[src/rtl/spim_pkg.sv]
package spim_pkg;

    localparam int HALF_W     = 16;
    localparam int WORD_W     = 2 * HALF_W;
    localparam int LEN_W      = $clog2(WORD_W);
    localparam int DEV_W      = 3;

    typedef enum logic [2:0] {
        A_SETUP1 = 3'd0,
        A_SETUP2 = 3'd1,
        A_CTRL   = 3'd2,
        A_STATUS = 3'd3,
        A_TXLO   = 3'd4,
        A_TXHI   = 3'd5,
        A_RXLO   = 3'd6,
        A_RXHI   = 3'd7
    } reg_idx_e;

    localparam int SU1_EN_BIT     = 0;
    localparam int SU1_WMASK_BIT  = 4;
    localparam int SU1_RWMASK_BIT = 5;

    localparam int CTL_RW_BIT  = 0;
    localparam int CTL_WO_BIT  = 1;
    localparam int CTL_LEN_LSB = 2;
    localparam int CTL_DEV_LSB = CTL_LEN_LSB + LEN_W;
    localparam int CTL_USED_W  = CTL_DEV_LSB + DEV_W;

    localparam int ST_RDEND_BIT = 0;
    localparam int ST_WREND_BIT = 1;

    typedef struct packed {
        logic             with_read;
        logic [LEN_W-1:0] last_idx;
        logic [DEV_W-1:0] dev;
    } frame_cmd_t;

    typedef enum logic [1:0] {
        PH_IDLE,
        PH_LOW,
        PH_HIGH,
        PH_TAIL
    } phase_e;

    function automatic frame_cmd_t decode_ctrl(input logic [HALF_W-1:0] w);
        frame_cmd_t c;
        c.with_read = w[CTL_RW_BIT];
        c.last_idx  = w[CTL_LEN_LSB +: LEN_W];
        c.dev       = w[CTL_DEV_LSB +: DEV_W];
        return c;
    endfunction

endpackage

[src/rtl/spim_clkdiv.sv]
module spim_clkdiv #(
    parameter int SEL_W = 2
) (
    input  logic             clk,
    input  logic             rst,
    input  logic             start,
    input  logic             run,
    input  logic [SEL_W-1:0] sel,
    output logic             tick
);
    localparam int CNT_W = (1 << SEL_W) - 1;

    logic [SEL_W-1:0] sel_q;
    logic [CNT_W-1:0] cnt_q;
    logic [CNT_W-1:0] limit;

    always_comb limit = CNT_W'((1 << sel_q) - 1);
    assign tick = run && (cnt_q == limit);

    always_ff @(posedge clk) begin
        if (rst) begin
            sel_q <= '0;
            cnt_q <= '0;
        end else begin
            if (start) sel_q <= sel;
            if (!run || tick) cnt_q <= '0;
            else              cnt_q <= cnt_q + 1'b1;
        end
    end

    AST_TICK_BOUND: assert property (@(posedge clk) disable iff (rst)
        run |-> (cnt_q <= limit));

endmodule

[src/rtl/spim_engine.sv]
module spim_engine
    import spim_pkg::*;
#(
    parameter int NUM_CS = 5
) (
    input  logic              clk,
    input  logic              rst,
    input  logic              start,
    input  frame_cmd_t        cmd,
    input  logic [WORD_W-1:0] tx_word,
    input  logic              tick,
    input  logic              miso,
    output logic              busy,
    output logic              done,
    output logic              done_read,
    output logic              sclk,
    output logic              mosi,
    output logic [NUM_CS-1:0] cs_n,
    output logic [WORD_W-1:0] rx_word
);
    phase_e            ph_q;
    logic [WORD_W-1:0] sh_q;
    logic [WORD_W-1:0] rx_q;
    logic [LEN_W-1:0]  left_q;
    logic [DEV_W-1:0]  dev_q;
    logic              rd_q;
    logic              sclk_q;
    logic              cs_act_q;
    logic [NUM_CS-1:0] hit;

    for (genvar i = 0; i < NUM_CS; i++) begin : g_sel
        assign hit[i] = (dev_q == DEV_W'(i));
    end

    assign busy      = (ph_q != PH_IDLE);
    assign done      = (ph_q == PH_TAIL) && tick;
    assign done_read = rd_q;
    assign sclk      = sclk_q;
    assign mosi      = busy ? sh_q[WORD_W-1] : 1'b0;
    assign cs_n      = ~(hit & {NUM_CS{cs_act_q}});
    assign rx_word   = rx_q;

    always_ff @(posedge clk) begin
        if (rst) begin
            ph_q     <= PH_IDLE;
            sh_q     <= '0;
            rx_q     <= '0;
            left_q   <= '0;
            dev_q    <= '0;
            rd_q     <= 1'b0;
            sclk_q   <= 1'b0;
            cs_act_q <= 1'b0;
        end else begin
            unique case (ph_q)
                PH_IDLE: if (start) begin
                    sh_q     <= tx_word;
                    left_q   <= cmd.last_idx;
                    dev_q    <= cmd.dev;
                    rd_q     <= cmd.with_read;
                    cs_act_q <= 1'b1;
                    if (cmd.with_read) rx_q <= '0;
                    ph_q     <= PH_LOW;
                end
                PH_LOW: if (tick) begin
                    sclk_q <= 1'b1;
                    if (rd_q) rx_q <= {rx_q[WORD_W-2:0], miso};
                    ph_q   <= PH_HIGH;
                end
                PH_HIGH: if (tick) begin
                    sclk_q <= 1'b0;
                    if (left_q == '0) begin
                        ph_q <= PH_TAIL;
                    end else begin
                        sh_q   <= {sh_q[WORD_W-2:0], 1'b0};
                        left_q <= left_q - 1'b1;
                        ph_q   <= PH_LOW;
                    end
                end
                PH_TAIL: if (tick) begin
                    cs_act_q <= 1'b0;
                    ph_q     <= PH_IDLE;
                end
                default: ph_q <= PH_IDLE;
            endcase
        end
    end

    AST_SCLK_IDLE: assert property (@(posedge clk) disable iff (rst)
        !busy |-> !sclk);
    AST_MOSI_HOLD_ON_RISE: assert property (@(posedge clk) disable iff (rst)
        (busy && $rose(sclk)) |-> $stable(mosi));
    AST_CS_ONEHOT: assert property (@(posedge clk) disable iff (rst)
        $onehot0(~cs_n));
    AST_CS_IDLE: assert property (@(posedge clk) disable iff (rst)
        !busy |-> (&cs_n));

endmodule

[src/rtl/spim_regs.sv]
module spim_regs
    import spim_pkg::*;
#(
    parameter int SEL_W = 2
) (
    input  logic              clk,
    input  logic              rst,
    input  logic              bus_sel,
    input  logic              bus_wr,
    input  logic [2:0]        bus_addr,
    input  logic [HALF_W-1:0] bus_wdata,
    output logic [HALF_W-1:0] bus_rdata,
    input  logic              busy,
    input  logic              done,
    input  logic              done_read,
    input  logic [WORD_W-1:0] rx_word,
    output logic              start,
    output frame_cmd_t        cmd,
    output logic [WORD_W-1:0] tx_word,
    output logic [SEL_W-1:0]  div_sel,
    output logic              enable,
    output logic              irq
);
    reg_idx_e              idx;
    logic                  wr_en, rd_en, ctrl_wr, status_rd, go_bits;
    logic                  en_q, wmask_q, rwmask_q;
    logic [SEL_W-1:0]      div_q;
    logic [CTL_USED_W-1:0] ctrl_q;
    logic [HALF_W-1:0]     txlo_q, txhi_q;
    logic                  rdend_q, wrend_q;

    assign idx       = reg_idx_e'(bus_addr);
    assign wr_en     = bus_sel & bus_wr;
    assign rd_en     = bus_sel & ~bus_wr;
    assign ctrl_wr   = wr_en && (idx == A_CTRL);
    assign status_rd = rd_en && (idx == A_STATUS);
    assign go_bits   = bus_wdata[CTL_RW_BIT] | bus_wdata[CTL_WO_BIT];
    assign start     = ctrl_wr & ~busy & go_bits & en_q;
    assign cmd       = decode_ctrl(bus_wdata);
    assign tx_word   = {txhi_q, txlo_q};
    assign div_sel   = div_q;
    assign enable    = en_q;
    assign irq       = (wrend_q & ~wmask_q) | (rdend_q & ~rwmask_q);

    always_ff @(posedge clk) begin
        if (rst) begin
            en_q     <= 1'b0;
            wmask_q  <= 1'b0;
            rwmask_q <= 1'b0;
            div_q    <= '0;
            ctrl_q   <= '0;
            txlo_q   <= '0;
            txhi_q   <= '0;
            rdend_q  <= 1'b0;
            wrend_q  <= 1'b0;
        end else begin
            if (wr_en) begin
                unique case (idx)
                    A_SETUP1: begin
                        en_q     <= bus_wdata[SU1_EN_BIT];
                        wmask_q  <= bus_wdata[SU1_WMASK_BIT];
                        rwmask_q <= bus_wdata[SU1_RWMASK_BIT];
                    end
                    A_SETUP2: div_q  <= bus_wdata[SEL_W-1:0];
                    A_CTRL:   if (!busy) ctrl_q <= bus_wdata[CTL_USED_W-1:0];
                    A_TXLO:   txlo_q <= bus_wdata;
                    A_TXHI:   txhi_q <= bus_wdata;
                    default: ;
                endcase
            end
            if (done)           wrend_q <= 1'b1;
            else if (status_rd) wrend_q <= 1'b0;
            if (done && done_read) rdend_q <= 1'b1;
            else if (status_rd)    rdend_q <= 1'b0;
        end
    end

    always_comb begin
        bus_rdata = '0;
        unique case (idx)
            A_SETUP1: begin
                bus_rdata[SU1_EN_BIT]     = en_q;
                bus_rdata[SU1_WMASK_BIT]  = wmask_q;
                bus_rdata[SU1_RWMASK_BIT] = rwmask_q;
            end
            A_SETUP2: bus_rdata[SEL_W-1:0]      = div_q;
            A_CTRL:   bus_rdata[CTL_USED_W-1:0] = ctrl_q;
            A_STATUS: begin
                bus_rdata[ST_RDEND_BIT] = rdend_q;
                bus_rdata[ST_WREND_BIT] = wrend_q;
            end
            A_TXLO:   bus_rdata = txlo_q;
            A_TXHI:   bus_rdata = txhi_q;
            A_RXLO:   bus_rdata = rx_word[HALF_W-1:0];
            A_RXHI:   bus_rdata = rx_word[WORD_W-1:HALF_W];
            default:  bus_rdata = '0;
        endcase
    end

    AST_CTRL_HOLD_BUSY: assert property (@(posedge clk) disable iff (rst)
        (ctrl_wr && busy) |=> $stable(ctrl_q));
    AST_WREND_ON_DONE: assert property (@(posedge clk) disable iff (rst)
        done |=> wrend_q);
    AST_RDEND_CAUSE: assert property (@(posedge clk) disable iff (rst)
        $rose(rdend_q) |-> $past(done && done_read));

endmodule

[src/rtl/spim_top.sv]
module spim_top
    import spim_pkg::*;
#(
    parameter int NUM_CS    = 5,
    parameter int DIV_SEL_W = 2
) (
    input  logic              clk,
    input  logic              rst,
    input  logic              bus_sel,
    input  logic              bus_wr,
    input  logic [2:0]        bus_addr,
    input  logic [15:0]       bus_wdata,
    output logic [15:0]       bus_rdata,
    output logic              sclk,
    output logic              mosi,
    input  logic              miso,
    output logic [NUM_CS-1:0] cs_n,
    output logic              irq
);
    logic                 start, busy, done, done_read, tick, enable;
    frame_cmd_t           cmd;
    logic [WORD_W-1:0]    tx_word, rx_word;
    logic [DIV_SEL_W-1:0] div_sel;

    spim_regs #(.SEL_W(DIV_SEL_W)) u_regs (
        .clk       (clk),
        .rst       (rst),
        .bus_sel   (bus_sel),
        .bus_wr    (bus_wr),
        .bus_addr  (bus_addr),
        .bus_wdata (bus_wdata),
        .bus_rdata (bus_rdata),
        .busy      (busy),
        .done      (done),
        .done_read (done_read),
        .rx_word   (rx_word),
        .start     (start),
        .cmd       (cmd),
        .tx_word   (tx_word),
        .div_sel   (div_sel),
        .enable    (enable),
        .irq       (irq)
    );

    spim_clkdiv #(.SEL_W(DIV_SEL_W)) u_div (
        .clk   (clk),
        .rst   (rst),
        .start (start),
        .run   (busy),
        .sel   (div_sel),
        .tick  (tick)
    );

    spim_engine #(.NUM_CS(NUM_CS)) u_eng (
        .clk       (clk),
        .rst       (rst),
        .start     (start),
        .cmd       (cmd),
        .tx_word   (tx_word),
        .tick      (tick),
        .miso      (miso),
        .busy      (busy),
        .done      (done),
        .done_read (done_read),
        .sclk      (sclk),
        .mosi      (mosi),
        .cs_n      (cs_n),
        .rx_word   (rx_word)
    );

    AST_IDLE_WHEN_OFF: assert property (@(posedge clk) disable iff (rst)
        (!busy && !enable) |=> !busy);

endmodule

[config.mk]
export PLATFORM = sky130hd
export DESIGN_NAME = spim_top
export DESIGN_NICKNAME = d
export VERILOG_FILES = /design/src/rtl/spim_pkg.sv /design/src/rtl/spim_clkdiv.sv /design/src/rtl/spim_engine.sv /design/src/rtl/spim_regs.sv /design/src/rtl/spim_top.sv
export SDC_FILE = /design/constraint.sdc
export NUM_CORES = 1
export LEC_CHECK = 0
export ABC_AREA = 1
export BUFFER_PORTS_ARGS = -buffer_cell sky130_fd_sc_hd__buf_2
export CORE_ASPECT_RATIO = 2
export CORE_MARGIN = 5
export CORE_UTILIZATION = 55
export CTS_BUF_LIST = sky130_fd_sc_hd__clkbuf_8
export CTS_CLUSTER_DIAMETER = 150
export DETAILED_ROUTE_END_ITERATION = 6
export GPL_TIMING_DRIVEN = 0
export PLACE_DENSITY = 0.74
export SKIP_LAST_GASP = 1
export SLEW_MARGIN = 20
export SYNTH_ARGS = -nofsm -noshare
export SYNTH_HDL_FRONTEND = slang
export SYNTH_SLANG_ARGS = --single-unit
export TNS_END_PERCENT = 20
[constraint.sdc]
create_clock -name clk -period 4.4 [get_ports clk]
set_input_delay 0.44 -clock clk [delete_from_list [all_inputs] [get_ports clk]]
set_output_delay 0.44 -clock clk [all_outputs]
set_load 0.02 [all_outputs]
* Word-level counts from Yosys, hierarchy flattened
Cells that the tools add are included.
** Storage, ports and cells
- Bits of input ports :: 24
- Memory bits (read-only) :: 0
- Bits in registers :: 131
- Memories :: 0
- Latch bits :: 0
- Output and inout port bits :: 24
- Logic and storage cells :: 124
- RAM bits :: 0
** Cells by class
- Bitwise gates (word level) :: 15
- Add/sub/neg operators :: 3
- Mux-type cells :: 34
- Divide/modulo/power cells :: 0
- Reductions and logical operators :: 30
- Shifts and indexed selects :: 1
- Eq/ne operators :: 22
- $lt $le $gt $ge :: 0
- Multipliers :: 0
** Operators with widths (number)
- $mux 32 :: 7
- $pmux 32 s2 :: 2
- $pmux 6 s4 :: 1
- $pmux 4 s5 :: 1
- $eq 3x3->1 const B :: 5
- $mux 5 :: 3
- $reduce_bool 2->1 :: 7
- $eq 3x2->1 const B :: 4
- $ne 2x2->1 const B :: 6
- $pmux 2 s6 :: 1
- $mux 2 :: 5
- $pmux 2 s5 :: 1
- $pmux 5 s2 :: 1
- $reduce_and 2->1 :: 5
- $reduce_and 3->1 :: 3
- $pmux 1 s8 :: 1
- $pmux 2 s4 :: 1
- $reduce_and 4->1 :: 2
- $and 1x1->1 :: 7
- $mux 1 :: 7
- $pmux 1 s7 :: 1
- $eq 3x1->1 const B :: 2
- $logic_not 3->1 :: 2
- $and 5x5->5 :: 1
- other kinds (19) :: 29

* Longest topological paths before layout
- Word-level depth :: 7
- Gate-level depth with buffers :: 12
- Depth with buffers taken out :: 11

* Hierarchy
A second synthesis with hierarchy kept.
** Second synthesis, totals
- Cell total of the unflattened synthesis :: 948
- Area, all modules :: 6328.6 µm²
** Modules (own cells, without submodules)
- spim_engine :: sequential area each 1541.5 µm², area an instance 3318.2 µm², cells each 493, instances 1
- spim_regs :: sequential area each 980.9 µm², area an instance 2765.2 µm², cells each 420, instances 1
- spim_clkdiv :: sequential area each 100.1 µm², area an instance 245.2 µm², cells each 35, instances 1

* Worst setup path before layout
OpenSTA, ideal clock, no wires.
- Kind :: input -> output
- Start point :: in bus_addr[0]
- End point :: out bus_rdata[10]
- Stages on the path :: 6
- Data required time :: 3.960 ns
- Path buffers :: 1
- Setup slack :: 2.582 ns
- Data arrival time :: 1.378 ns
- Path through :: inv_2 > nand2_1 > nor2_1 > clkbuf_1 > a22oi_1 > o211ai_1
** On the way
- Cells in the longest elaborated chain, start to end :: 2
- Elaborated cells between the ends (all ways) :: 5
- Classes of those cells :: eq/ne (4); mux (1)
** Ends and longest elaborated chain
- start: declaration :: line spim_top.sv:11 : input logic [2:0] bus_addr,
- $eq 3x3->1 :: line spim_regs.sv:80 : unique case (idx)
- $pmux 6 s4 (*) :: line spim_regs.sv:80
- end: declaration :: line spim_top.sv:13 : output logic [15:0] bus_rdata,
Every way passes the cells marked *; elsewhere a longest branch is shown, timed or not.

* Final worst setup path
- Start point :: in bus_addr[2]
- End point :: out bus_rdata[13]
The elaborated chain is that of the path after synthesis.

==> summary by stage <==
Status
The flow ran to the end, and the final reports show no timing, DRC or antenna violations.

Detailed routing
The routed via count is between 6000 and 7000. The number of DRC markers in iteration 0 is around 430. The mean routed wirelength per cell is between 15 and 20 um.

The sum of routed wire length over all layers is around 19000 um. The post-route DRC violation count is 0. The number of antenna-violating nets in the routed design is 0. After detailed routing, the number of vias per cell comes to 5.43. The first detailed-routing pass took 5 iterations.

Clocking
The number of buffers created by CTS is 17. The clock tree from TritonCTS is done. The root buffer cell chosen for the clock tree is sky130_fd_sc_hd__clkbuf_8.

The H-tree was split into 4 levels. The number of buffers inserted for hold repair after clock tree synthesis is 0. The maximum count of clock buffers along a single path is 2. The post-CTS setup repair buffer count is 0. The insertion delay to the later sink of the worst-skew pair is ~0.45 ns.

For this design, the sink count on the clock tree is 131. Clock-pin slew was measured on the worst setup and hold paths at approximately 0.080 ns. Gates resized during post-CTS repair numbered 0.

Critical path
Along the worst path, the maximum fanout reaches 10. Among the stages of the critical path, the cell type that occurs most often is sky130_fd_sc_hd__buf_2. Traced cell by cell, the critical path runs through buf_2, inv_1, nor2_1, clkbuf_1, a22oi_1, o211ai_1, buf_2. STA puts the critical path data arrival time at approximately 2.1 ns. The largest individual stage delay along the critical path comes from the cell sky130_fd_sc_hd__nor2_1. The nature of the critical path endpoint is an output pin. The buffering stage count on the worst path with inverters included is 4. The endpoint required time on the critical path is about 4 ns.

In this design, the stage delay of the slowest critical-path cell is between 0.4 and 0.5 ns. The worst setup path category is in2out. The largest delay contributor family on the critical path is buffers and inverters. The worst setup path is launched from a primary input.

Layout
The number of nets in the layout is roughly 1000. The number of filler cells placed in the layout is 1125. The multi-input combinational cells in the finished layout cover a total of ~3100 um2. The cell area after layout is approximately 7200 um2.

The relative area change from synthesis to final layout is 13.2%. The diode insertion count for antenna repair is 0. Excluding fillers, the count of instances in the completed layout stands at approximately 1200.

The share of final-layout standard cells stronger than drive strength 1 is 0.106. The area occupied by registers is between 2000 and 3000 um2.

Synthesis
In the post-synthesis netlist, the biggest area contributors are sky130_fd_sc_hd__dfxtp_1 41%, sky130_fd_sc_hd__nand2_1 15%, sky130_fd_sc_hd__nor2_1 10%, sky130_fd_sc_hd__o21ai_0 5.7%, sky130_fd_sc_hd__inv_1 4.6%. Sorting the synthesized cells by how often they occur yields 259 x sky130_fd_sc_hd__nand2_1, 173 x sky130_fd_sc_hd__nor2_1, 131 x sky130_fd_sc_hd__dfxtp_1, 77 x sky130_fd_sc_hd__inv_1, 72 x sky130_fd_sc_hd__o21ai_0. The synthesized design contains 0 enable-type register cells. The xor and xnor area share after synthesis is 0.00277.

The library cell occupying the most area in the post-synthesis netlist is sky130_fd_sc_hd__dfxtp_1. The post-synthesis compound-gate area fraction is 0.136. The combinational family with the most area after synthesis is simple AND/OR/NAND/NOR gates. Yosys printed 0 warnings. For this run, asynchronously set or reset flops after synthesis account for 0. Of the total synthesized cell area, the portion taken by full adders, half adders and majority gates is 0.00396. The synthesized net count is 980. The fraction of post-synthesis cell area in the top cell type by area is 0.415. For this run, the register share of the synthesized area comes to 0.415. The cell area after synthesis is roughly 6300 um2. The simple-gate share of the synthesized area is 0.353. The most common flop cell mapped by yosys is sky130_fd_sc_hd__dfxtp_1. The multiplexer share of the synthesized area is 0.

The most frequent cell after synthesis is sky130_fd_sc_hd__nand2_1. The count of unique library cells instantiated by Yosys is 32. In this run the mean area of a mapped cell was about 6.6 um2. The synthesized design contains between 100 and 150 register bits. The post-synthesis instance total is between 900 and 1000.

STA
Between clock sinks in the finished design, the worst skew comes to around 0.016 ns. The final worst setup slack is roughly 1.9 ns. The post-route fraction of the period consumed by the critical path is 0.575.

The clock period could shrink to approximately 2.5 ns. The worst pin sits at a relative slew slack of 0.536. The final sum of negative setup slack is 0 ns.

Setup repair after global routing left no endpoint under its margin. The final count of pins violating max slew is 0. Static timing analysis puts the maximum clock frequency at approximately 400 MHz. The number of endpoints failing setup at the final stage is 0. The pin slew with the least headroom to its limit is roughly 0.69 ns. The number of hold violations in the final report is 0.

Global routing
The via count of the first global-routing pass is about 6200. In the global route stage, overall resource usage came out at 0.283. The pin count of the biggest net entering global routing is 17. The initial antenna violation count is 0.

The first global-routing pass estimated approximately 30000 um of wire. The total overflow reported by the global router is 0.

Flow run
The max-capacitance violation count is 0.

Power
The leakage dissipation is 2.98 nW. In this run the power density over the cells is 377 nW/um2. VDD sags by at most roughly 0.25 mV. Overall power consumption after layout is estimated at about 2.7 mW.

Place
The number of cells after detailed placement is approximately 1100. The worst slack at placement is 1.90 ns. The congestion estimate from routability-driven global placement came to slightly below 1. The half-perimeter wire length of the detailed placement result is around 15000 um. The cell area after placement is just under 7000 um2. Input and output buffers added on the ports amount to 46.

Floorplanning
The number of standard-cell rows in the floorplan is 55. For this configuration, the core starts out at a cell density of 0.560. The vertical extent of the die is approximately 160 um. The total die area is approximately 14000 um2.

The core region is approximately 11000 um2. From left edge to right edge, the die measures ~86 um. The count of pins on the block boundary is between 40 and 50.

Worst hold path
The type of the tightest min-delay check is in2reg.
[flip-flops by register name, summed over array words and instances, names as in the netlist]
signal	count
u_regs.rdend_q	1
u_eng.dev_q	3
u_regs.enable	1
u_eng.cs_act_q	1
u_eng.sclk	1
u_eng.left_q	5
u_eng.rx_word	32
u_regs.ctrl_q	10
u_eng.ph_q	2
u_regs.txhi_q	16
u_regs.txlo_q	16
u_regs.wrend_q	1
u_regs.div_sel	2
u_div.cnt_q	3
u_eng.done_read	1
u_div.sel_q	2
u_regs.rwmask_q	1
u_regs.wmask_q	1
u_eng.sh_q	32
[area by class of cell]
cell class	instances	share of cell area
clock inverter	12	0.0229
tap	142	0.0248
inverter	83	0.0437
clock buffer	19	0.0366
buffer	54	0.0348
multi-input combinational	686	0.438
sequential	131	0.367
timing repair buffer	46	0.0322
[stage by stage]
stage / util / hold slack (ns)
2_1_floorplan: - / 0.427
3_3_place_gp: 0.596 / 0.447
3_5_place_dp: 0.596 / 0.449
4_1_cts: 0.634 / 0.223
5_1_grt: 0.634 / 0.235
6_report: 0.634 / 0.232
[final timing paths]
path         slack [ns]                  startpoint                             end  depth (start not counted)
max                1.87                 bus_addr[2]                   bus_rdata[13]                          7
min                0.23               bus_wdata[10]  u_regs.txhi_q[10]$_SDFFE_PP0P_                          3
max reg2reg        2.35  u_eng.ph_q[0]$_SDFFE_PP0P_   u_eng.rx_word[6]$_SDFFE_PP0P_                          8
min reg2reg        0.47   u_div.cnt_q[0]$_SDFF_PP0_       u_div.cnt_q[0]$_SDFF_PP0_                          1
[cells in the final DEF, fill, tap and decap left out]
master,Yosys,routed
sky130_fd_sc_hd__o221ai_1,1,1
sky130_fd_sc_hd__bufinv_16,0,4
sky130_fd_sc_hd__a221oi_1,1,1
sky130_fd_sc_hd__clkinv_2,1,5
sky130_fd_sc_hd__o211ai_1,6,6
sky130_fd_sc_hd__nand2_1,259,259
sky130_fd_sc_hd__nor2_2,2,2
sky130_fd_sc_hd__clkinv_4,0,1
sky130_fd_sc_hd__o2111ai_1,8,8
sky130_fd_sc_hd__dfxtp_1,131,131
sky130_fd_sc_hd__clkinvlp_4,0,1
sky130_fd_sc_hd__inv_2,5,5
sky130_fd_sc_hd__inv_1,77,79
sky130_fd_sc_hd__nand3b_1,35,35
sky130_fd_sc_hd__a21oi_1,42,42
sky130_fd_sc_hd__clkbuf_1,33,33
sky130_fd_sc_hd__nor2_1,173,173
sky130_fd_sc_hd__nor3_1,2,2
sky130_fd_sc_hd__clkbuf_8,0,19
sky130_fd_sc_hd__buf_4,2,2
sky130_fd_sc_hd__o21bai_1,1,1
sky130_fd_sc_hd__buf_6,3,3
sky130_fd_sc_hd__nand3_1,53,53
sky130_fd_sc_hd__o21ai_0,72,72
sky130_fd_sc_hd__nand2_2,3,3
sky130_fd_sc_hd__a21oi_4,1,1
sky130_fd_sc_hd__xnor2_1,2,2
sky130_fd_sc_hd__nand4_1,3,3
sky130_fd_sc_hd__a22oi_1,14,14
sky130_fd_sc_hd__o22ai_1,2,2
sky130_fd_sc_hd__buf_1,3,3
sky130_fd_sc_hd__nand2_4,1,1
sky130_fd_sc_hd__nand3_2,1,1
sky130_fd_sc_hd__buf_2,13,59
sky130_fd_sc_hd__o21ai_2,2,2
sky130_fd_sc_hd__ha_1,2,2
[worst min-delay path: cells and delay by family]
kind | cells | cell delay, ns
buf+inv | 1 | 0.09
simple gates | 2 | 0.12
[power by group]
part           internal, mW  switching [mW]  total, mW
logic                 0.107           0.206      0.313
registers              1.24          0.0324       1.27
clock network         0.637           0.471       1.11
total                  1.98           0.710       2.69
[cell families after synthesis]
kind of cell / Yosys count
fa+ha+maj: 2
buf+inv: 137
flops: 131
simple gates: 532
xor+xnor: 2
compound gates: 150
[metal layers]
metal,global-route usage,share of wire
met5,0,0
met4,0.181,0.058
met3,0.0475,0.037
met2,0.528,0.54
met1,0.277,0.36
(Power assumes the default switching activity.)
